$ cat src/rtl/hzd_pkg.sv
package hzd_pkg;
  localparam int INSTR_W = 16;
  localparam int REG_W   = 4;
  localparam int N_STAGE = 2;           // 0: execute, 1: memory
  localparam int N_CAND  = 5;
  localparam int PAIR_W  = REG_W - 1;
  // lowest bit positions of the candidate source fields
  localparam int F_HI_LSB   = 5;
  localparam int F_MID_LSB  = 4;
  localparam int F_LO_LSB   = 0;
  localparam int F_PAIR_LSB = 1;
  localparam int FIELD_W    = F_HI_LSB + REG_W;   // bits the fields span

  typedef struct packed {
    logic             valid;
    logic             wr;
    logic [REG_W-1:0] rd;
  } slot_t;
endpackage

$ cat src/rtl/hzd_pattern_match.sv
module hzd_pattern_match #(
  parameter int W = 16,
  parameter int N = 1,
  parameter logic [N-1:0][W-1:0] MASK  = '0,
  parameter logic [N-1:0][W-1:0] VALUE = '0
) (
  input  logic [W-1:0] word,
  output logic         hit
);
  logic [N-1:0] each;

  generate
    for (genvar i = 0; i < N; i++) begin : g_pat
      assign each[i] = ((word & MASK[i]) == VALUE[i]);
    end
  endgenerate

  assign hit = |each;
endmodule

$ cat src/rtl/hzd_cand_extract.sv
module hzd_cand_extract
  import hzd_pkg::*;
(
  input  logic [FIELD_W-1:0]            field,
  output logic [N_CAND-1:0][REG_W-1:0]  cand
);
  always_comb begin
    cand[0] = field[F_HI_LSB  +: REG_W];
    cand[1] = field[F_MID_LSB +: REG_W];
    cand[2] = field[F_LO_LSB  +: REG_W];
    cand[3] = {field[F_PAIR_LSB +: PAIR_W], 1'b0};
    cand[4] = {field[F_PAIR_LSB +: PAIR_W], 1'b1};
  end
endmodule

$ cat src/rtl/hzd_tag_compare.sv
module hzd_tag_compare
  import hzd_pkg::*;
#(
  parameter int NC = N_CAND,
  parameter int NS = N_STAGE
) (
  input  logic [NC-1:0][REG_W-1:0] cand,
  input  slot_t [NS-1:0]           slot,
  output logic                     any_match,
  output logic                     any_writer
);
  logic [NS-1:0]         writer;
  logic [NS-1:0][NC-1:0] hit;

  generate
    for (genvar s = 0; s < NS; s++) begin : g_stage
      assign writer[s] = slot[s].valid & slot[s].wr;
      for (genvar c = 0; c < NC; c++) begin : g_cand
        assign hit[s][c] = writer[s] & (cand[c] == slot[s].rd);
      end
    end
  endgenerate

  assign any_match  = |hit;
  assign any_writer = |writer;
endmodule

$ cat src/rtl/spec_src_hazard.sv
module spec_src_hazard
  import hzd_pkg::*;
#(
  parameter int SL_N = 2,
  parameter logic [SL_N-1:0][INSTR_W-1:0] SL_MASK  = {16'hF000, 16'hF000},
  parameter logic [SL_N-1:0][INSTR_W-1:0] SL_VALUE = {16'hE000, 16'hD000},
  parameter int EV_N = 1,
  parameter logic [EV_N-1:0][INSTR_W-1:0] EV_MASK  = {16'hFE00},
  parameter logic [EV_N-1:0][INSTR_W-1:0] EV_VALUE = {16'h9C00}
) (
  input  logic               clk,
  input  logic               rst,
  input  logic               fetch_valid,
  input  logic [INSTR_W-1:0] fetch_instr,
  input  logic               ex_valid,
  input  logic               ex_wr,
  input  logic [REG_W-1:0]   ex_rd,
  input  logic               mem_valid,
  input  logic               mem_wr,
  input  logic [REG_W-1:0]   mem_rd,
  output logic               dec_valid,
  output logic [INSTR_W-1:0] dec_instr,
  output logic               stall,
  output logic               issue_valid
);
  logic                        fetch_sl;
  logic                        dec_sl;
  logic                        dec_ev;
  logic [N_CAND-1:0][REG_W-1:0] cand;
  slot_t [N_STAGE-1:0]         slot;
  logic                        any_match;
  logic                        any_writer;

  // fetch-side source-less classifier
  hzd_pattern_match #(
    .W(INSTR_W), .N(SL_N), .MASK(SL_MASK), .VALUE(SL_VALUE)
  ) u_sl_class (
    .word (fetch_instr),
    .hit  (fetch_sl)
  );

  // decode slot, held while stalled
  always_ff @(posedge clk) begin
    if (rst) begin
      dec_valid <= 1'b0;
      dec_instr <= '0;
      dec_sl    <= 1'b0;
    end else if (!stall) begin
      dec_valid <= fetch_valid;
      dec_instr <= fetch_instr;
      dec_sl    <= fetch_sl;
    end
  end

  // decode-side encoded-vector classifier
  hzd_pattern_match #(
    .W(INSTR_W), .N(EV_N), .MASK(EV_MASK), .VALUE(EV_VALUE)
  ) u_ev_class (
    .word (dec_instr),
    .hit  (dec_ev)
  );

  hzd_cand_extract u_extract (
    .field (dec_instr[FIELD_W-1:0]),
    .cand  (cand)
  );

  assign slot[0] = '{valid: ex_valid,  wr: ex_wr,  rd: ex_rd};
  assign slot[1] = '{valid: mem_valid, wr: mem_wr, rd: mem_rd};

  hzd_tag_compare #(.NC(N_CAND), .NS(N_STAGE)) u_compare (
    .cand       (cand),
    .slot       (slot),
    .any_match  (any_match),
    .any_writer (any_writer)
  );

  always_comb begin
    if (!dec_valid || dec_sl) stall = 1'b0;
    else if (dec_ev)          stall = any_writer;
    else                      stall = any_match;
  end

  assign issue_valid = dec_valid & ~stall;
endmodule

$ cat config.mk
export PLATFORM = sky130hd
export DESIGN_NAME = spec_src_hazard
export DESIGN_NICKNAME = d
export VERILOG_FILES = /design/src/rtl/hzd_pkg.sv /design/src/rtl/hzd_pattern_match.sv /design/src/rtl/hzd_cand_extract.sv /design/src/rtl/hzd_tag_compare.sv /design/src/rtl/spec_src_hazard.sv
export SDC_FILE = /design/constraint.sdc
export NUM_CORES = 1
export LEC_CHECK = 0
export BUFFER_PORTS_ARGS = -buffer_cell sky130_fd_sc_hd__buf_4
export CAP_MARGIN = 20
export CORE_MARGIN = 5
export CORE_UTILIZATION = 46
export CTS_CLUSTER_DIAMETER = 100
export CTS_CLUSTER_SIZE = 20
export DETAILED_ROUTE_END_ITERATION = 7
export PLACE_DENSITY_LB_ADDON = 0.25
export SLEW_MARGIN = 40
export SYNTH_ARGS = -nofsm -noshare
export SYNTH_HDL_FRONTEND = slang
export SYNTH_HIERARCHICAL = 1
export SYNTH_SLANG_ARGS = --single-unit
export TNS_END_PERCENT = 50
$ cat constraint.sdc
create_clock -name clk -period 2.5 [get_ports clk]
set_clock_uncertainty 0.15 [all_clocks]
set_input_delay 0.5 -clock clk [delete_from_list [all_inputs] [get_ports clk]]
set_output_delay 0.5 -clock clk [all_outputs]
set_load 0.01 [all_outputs]
==> out/qor.csv, run 1 <==
metric,value,unit
post-synthesis cell count,166,
pre-CTS setup slack,-0.2320,ns
Worst Setup End Kind,primary output,
Post-synth EDFFs,0,
initial antenna violation count,0,
global route overflow,0,
Synth area leaders,"dfxtp_1, xor2_1, nand2b_1",
WL final,3.190,mm
clk root buf,clkbuf_4,
fin area,1951,µm²
TritonCTS clock tree,yes,
period utilization,1.100,
Post-synth ARST share,0,
worst-case clock buffer depth,2,
placed insts,239,
"Primary FF master, synth",dfxtp_1,
status,finished with violations,
post-synthesis cell type count,24,
syn nets,197,
Routed Antenna Nets,0,
initial core utilization,0.4891,
"Cell Count, Final, Fillers Out",245,
core area,3103,µm²
critical path cell sequence,buf_4 > buf_4 > xnor2_1 > nand4_1 > o41ai_2 > nor4_1 > o22ai_1 > mux2i_1 > nor3b_4 > nor2b_4 > buf_6,
met3 Track Usage GR,0.03661,
met1 Track Usage GR,0.1905,
Synth top area share,0.2374,
Max Freq,0.3637,GHz
Hold Path Class,primary input to register,
first-pass GRT wire length,5.175,mm
Register Area,372.9,µm²
register area share after synthesis,0.2374,
maxcap violations,0,
area of the multi-input gates,949.7,µm²
Final setup viols,2,
drt drc,0,
Die Ht,67.44,µm
failing checks,negative setup slack,
top post-synthesis cells by count,"nand2b_1, xor2_1, buf_4, dfxtp_1, mux2i_1",
CP startpoint kind,primary input,
Worst-path clk slew,0.10,ns
worst skew pair latency,0.29,ns
Final Hold Violating Endpoints,0,
Buffers on Ports,49,
pin count of the biggest net entering global routing,35,
RSZ-0062 raised after global routing,yes,
GP Congestion,0.7990,
grt peak-use layer,met2,
Netlist Area Pre-Place,1518,µm²
Synth area leader,dfxtp_1,
critical path type,primary input to primary output,
DR vias/cell,4.776,
DIE AREA,4548,µm²
io pins,50,
kind of cell adding the most delay to the critical path,simple AND/OR/NAND/NOR gates,
drt first pass iters,4,
"slowest stage delay, CP",0.35,ns
total CTS buffers,3,
Critical Path AT,2.10,ns
"critical path fanouts, max",5,
CP required,1.85,ns
Static Leak,0.0008501,µW
clock sinks,18,
worst path buffer plus inverter count,3,
Syn Area/Cell,9.143,µm²
Initial DRC Count,46,
fill cell count,299,
pwr/cell area,394.6,nW/µm²
hpwl dp,2.619,mm
Slew Limit Fails,0,
CP max stage cell,nor4_1,
setup_tns,-0.4930,ns
GR Layer Usage met2,0.2552,
Synth warnings,6,
Synth Register Bits,18,
Post-CTS Hold Buffers,0,
vias in the first global route,1141,
area growth from synthesis to final layout,28.52,%
CP most frequent cell,buf_4,
dpl cell area,1848,µm²
"IR drop worst, VDD",316.0,µV
Final WS setup,-0.2492,ns
row count,20,
routed vias,1170,
Die Width,67.44,µm
GRT Util Overall,0.1494,
nets,233,
layout cells sized above 1,0.4030,
H-tree Lvls,1,
WL/cell,13.02,µm
Ant. Diodes,0,
Final min period,2.749,ns
registers in the layout, indices dropped and copies added (netlist names):
register,count
dec_valid,1
dec_sl,1
dec_instr,16
cells in the final DEF (no fill, tap or decap), types with 2 or more instances in the layout:
cell type and instances:
xor2_1 32, xnor2_1 8, mux2i_1 17, nand2b_1 32, nand2_1 3, buf_4 56
clkbuf_4 3, o41ai_2 2, nand4_1 2, buf_12 3, buf_6 5, dfxtp_1 14
dfxtp_4 3, conb_1 2, nor4_2 2, nor4_1 6
per-stage QoR:
stage	total power, µW	util	hold slack [ns]
4_1_cts	776.2	0.6254	0.2773
2_1_floorplan	505.6	-	0.3526
3_3_place_gp	581.6	0.5956	0.3278
3_5_place_dp	587.0	0.5956	0.3329
6_report	769.7	0.6286	0.2831
5_1_grt	817.6	0.6286	0.2705
cell type report:
type                    instances  area share
clock buffers                   4     0.01860
flip-flops and latches         18      0.1911
multi-input cells             115      0.4869
well taps                      44     0.02822
repair buffers                 64      0.2752
power breakdown:
part / internal [µW] / total [µW] / switching [µW] / leakage (µW)
Combinational: 151 / 263 / 112 / 0.000677
Sequential: 305 / 327 / 22.4 / 0.000152
Clock: 88.6 / 179 / 90.8 / 0.0000210
Total: 545 / 770 / 225 / 0.000850
logic make-up after synthesis:
logic type	share of synthesized area
flops	0.2374
simple gates	0.2176
mux	0.1121
buf+inv	0.1591
xor+xnor	0.2416
compound gates	0.02721
other cells	0.004948
timing repair:
action                     4_1_cts  5_1_grt
resized for setup               13        2
setup endpoints to repair        2       15
pin swaps                        5        0
setup buffers                    2        0
worst paths after layout:
kind / end / cells after the start / from / slack (ns)
worst max-delay path: issue_valid / 11 / ex_rd[1] / -0.25
worst min-delay path: dec_valid / 2 / fetch_valid / 0.28
worst max register to register: dec_instr[9] / 9 / dec_instr[2] / 0.13
worst min register to register: dec_instr[10] / 2 / dec_instr[10] / 0.35
per-layer routing:
layer / routed length, µm / up-vias
li1: - / 589
met1: 1407 / 546
met2: 1543 / 33
met3: 220 / 2
met4: 19 / 0
met5: 0 / -
Note: power is estimated with default switching activity, not from simulation.
==> run 2, diff against run 1 <==
- SKIP_LAST_GASP: not set -> 1
- TNS_END_PERCENT: 50 -> not set
==> run 2 against run 1 <==
The run still ends with negative setup slack left. Sequential cell count is the same. Setup slack gained 0.00058 ns. Final cell count is the same. Via count grew 0.17%. Register-to-register slack is essentially flat. Critical path type is now register to primary output. Critical endpoint unchanged. Largest cell class unchanged. Largest power group unchanged. Highest routed layer unchanged.
==> out/qor.csv, run 2 (same netlist as run 1, synthesis figures left out) <==
metric,value,unit,change
status,finished with violations,,
failing checks,negative setup slack,,
R2R cell count,9,,unchanged
core area,3103,µm²,unchanged
FF-to-FF setup slack,0.13,ns,about the same
vias in the first global route,1141,,unchanged
hpwl dp,2.619,mm,unchanged
drt drc,0,,unchanged
worst skew pair latency,0.29,ns,about the same
Routed Antenna Nets,0,,unchanged
worst hold start,fetch_valid,,
Top Registers,"dec_instr x16, dec_sl x1, dec_valid x1",,
critical path type,register to primary output,,
Final setup viols,2,,unchanged
CP startpoint kind,register,,
r2r endpoint,dec_instr[9],,
"IR drop worst, VDD",307.3,µV,-2.7%
pwr/cell area,394.9,nW/µm²,about the same
max reg flops,16,,unchanged
WL final,3.180,mm,-0.31%
Top reg by flops,dec_instr,,
Slew Limit Fails,0,,unchanged
"critical path fanouts, max",5,,unchanged
Static Leak,0.0008491,µW,-0.11%
total CTS buffers,3,,unchanged
fin area,1947,µm²,-0.19%
worst-case clock buffer depth,2,,unchanged
Max Used Layer,met4,,
RSZ-0062 raised after global routing,yes,,
Die Width,67.44,µm,unchanged
GRT Util Overall,0.1494,,unchanged
GP Congestion,0.7990,,unchanged
DR vias/cell,4.784,,+0.17%
routed vias,1172,,+0.17%
CP required,1.85,ns,about the same
WL/cell,12.98,µm,-0.31%
Buffers on Ports,49,,unchanged
"most common cell after layout, fill and taps aside",buf_4,,
DIE AREA,4548,µm²,unchanged
Final WS setup,-0.2487,ns,+0.0005790 ns
Max Freq,0.3638,GHz,about the same
clk root buf,clkbuf_4,,
most frequent cells in the layout,"buf_4, nand2b_1, xor2_1",,
clock sinks,18,,unchanged
"Cell Count, Final, Fillers Out",245,,unchanged
placed insts,239,,unchanged
dpl cell area,1848,µm²,unchanged
initial antenna violation count,0,,unchanged
pin count of the biggest net entering global routing,35,,unchanged
row count,20,,unchanged
drt first pass iters,4,,unchanged
Worst Setup End Kind,primary output,,
Worst-path clk slew,0.10,ns,about the same
Final Hold Violating Endpoints,0,,unchanged
fill cell count,297,,-0.67%
first-pass GRT wire length,5.175,mm,unchanged
WHS Path Cells,2,,unchanged
Crit Reg-Reg Startpoint,dec_instr[2],,
nets,233,,unchanged
met2 WL,1.533,mm,-0.65%
Ant. Diodes,0,,unchanged
area growth from synthesis to final layout,28.28,%,
WL met3,220,µm,unchanged
CP Launch Point,dec_instr[2],,
Hold Path Class,primary input to register,,
global route overflow,0,,unchanged
period utilization,1.099,,about the same
io pins,50,,unchanged
H-tree Lvls,1,,unchanged
Die Ht,67.44,µm,unchanged
Critical Path AT,2.10,ns,about the same
Initial DRC Count,46,,unchanged
maxcap violations,0,,unchanged
layout cells sized above 1,0.4030,,unchanged
Min-Delay Endpoint,dec_valid,,
initial core utilization,0.4891,,unchanged
TritonCTS clock tree,yes,,
M1 WL,1.407,mm,unchanged
Final min period,2.749,ns,-0.0005790 ns
worst hold slack,0.2831,ns,+0.00001000 ns
==> run 2: where the power goes <==
part | internal, µW | total (µW) | leakage [µW] | switching, µW
Clock | 88.6 | 179 | 0.0000210 | 90.8
Combinational | 151 | 262 | 0.000676 | 111
Sequential | 305 | 327 | 0.000152 | 22.2
Total | 544 | 769 | 0.000849 | 224
==> run 2: worst max path at each step <==
stage / end / slack [ns] / depth (start not counted)
after global routing: issue_valid / -0.42 / 9
after detailed placement: issue_valid / -0.23 / 9
after global placement: issue_valid / -0.23 / 9
after CTS: issue_valid / -0.26 / 9
final: issue_valid / -0.25 / 9
after floorplan: issue_valid / -0.02 / 9
==> run 2: repair_timing <==
action / CTS / global route
buffers inserted: 2 / 0
hold buffers: 0 / 0
pin swaps: 5 / 0
gates resized for setup: 13 / 1
endpoints found under the setup margin: 2 / 15
==> run 2: critical path, cell delays in order, from the launching register on <==
cell and delay, ns:
dfxtp_4 0.39, buf_6 0.12, xor2_1 0.14, nor4_2 0.30
nor4_1 0.10, o22ai_1 0.16, mux2i_1 0.12, nor3b_4 0.30
nor2b_4 0.06, buf_6 0.12
==> run 2: final cells by class <==
class,instances,area [µm²],share of cell area
clock buffers,4,36.28,0.01864
repair buffers,64,533.0,0.2738
well taps,44,55.05,0.02828
flip-flops and latches,18,372.9,0.1915
multi-input cells,115,949.7,0.4878
==> run 2: routing by layer <==
metal  vias to the layer above  track usage
li1                        588            -
met1                       549       0.1905
met2                        33       0.2552
met3                         2      0.03661
met4                         0      0.03038
met5                         -            0
==> run 2: metrics by stage <==
stage / setup TNS (ns) / util / setup WS [ns] / power (µW)
4_1_cts: -0.5190 / 0.6254 / -0.2621 / 776.2
3_5_place_dp: -2.261 / 0.5956 / -0.2320 / 587.0
6_report: -0.4924 / 0.6274 / -0.2487 / 768.7
2_1_floorplan: -0.02386 / - / -0.02386 / 505.6
5_1_grt: -1.444 / 0.6274 / -0.4217 / 816.4
3_3_place_gp: -2.009 / 0.5956 / -0.2310 / 581.6
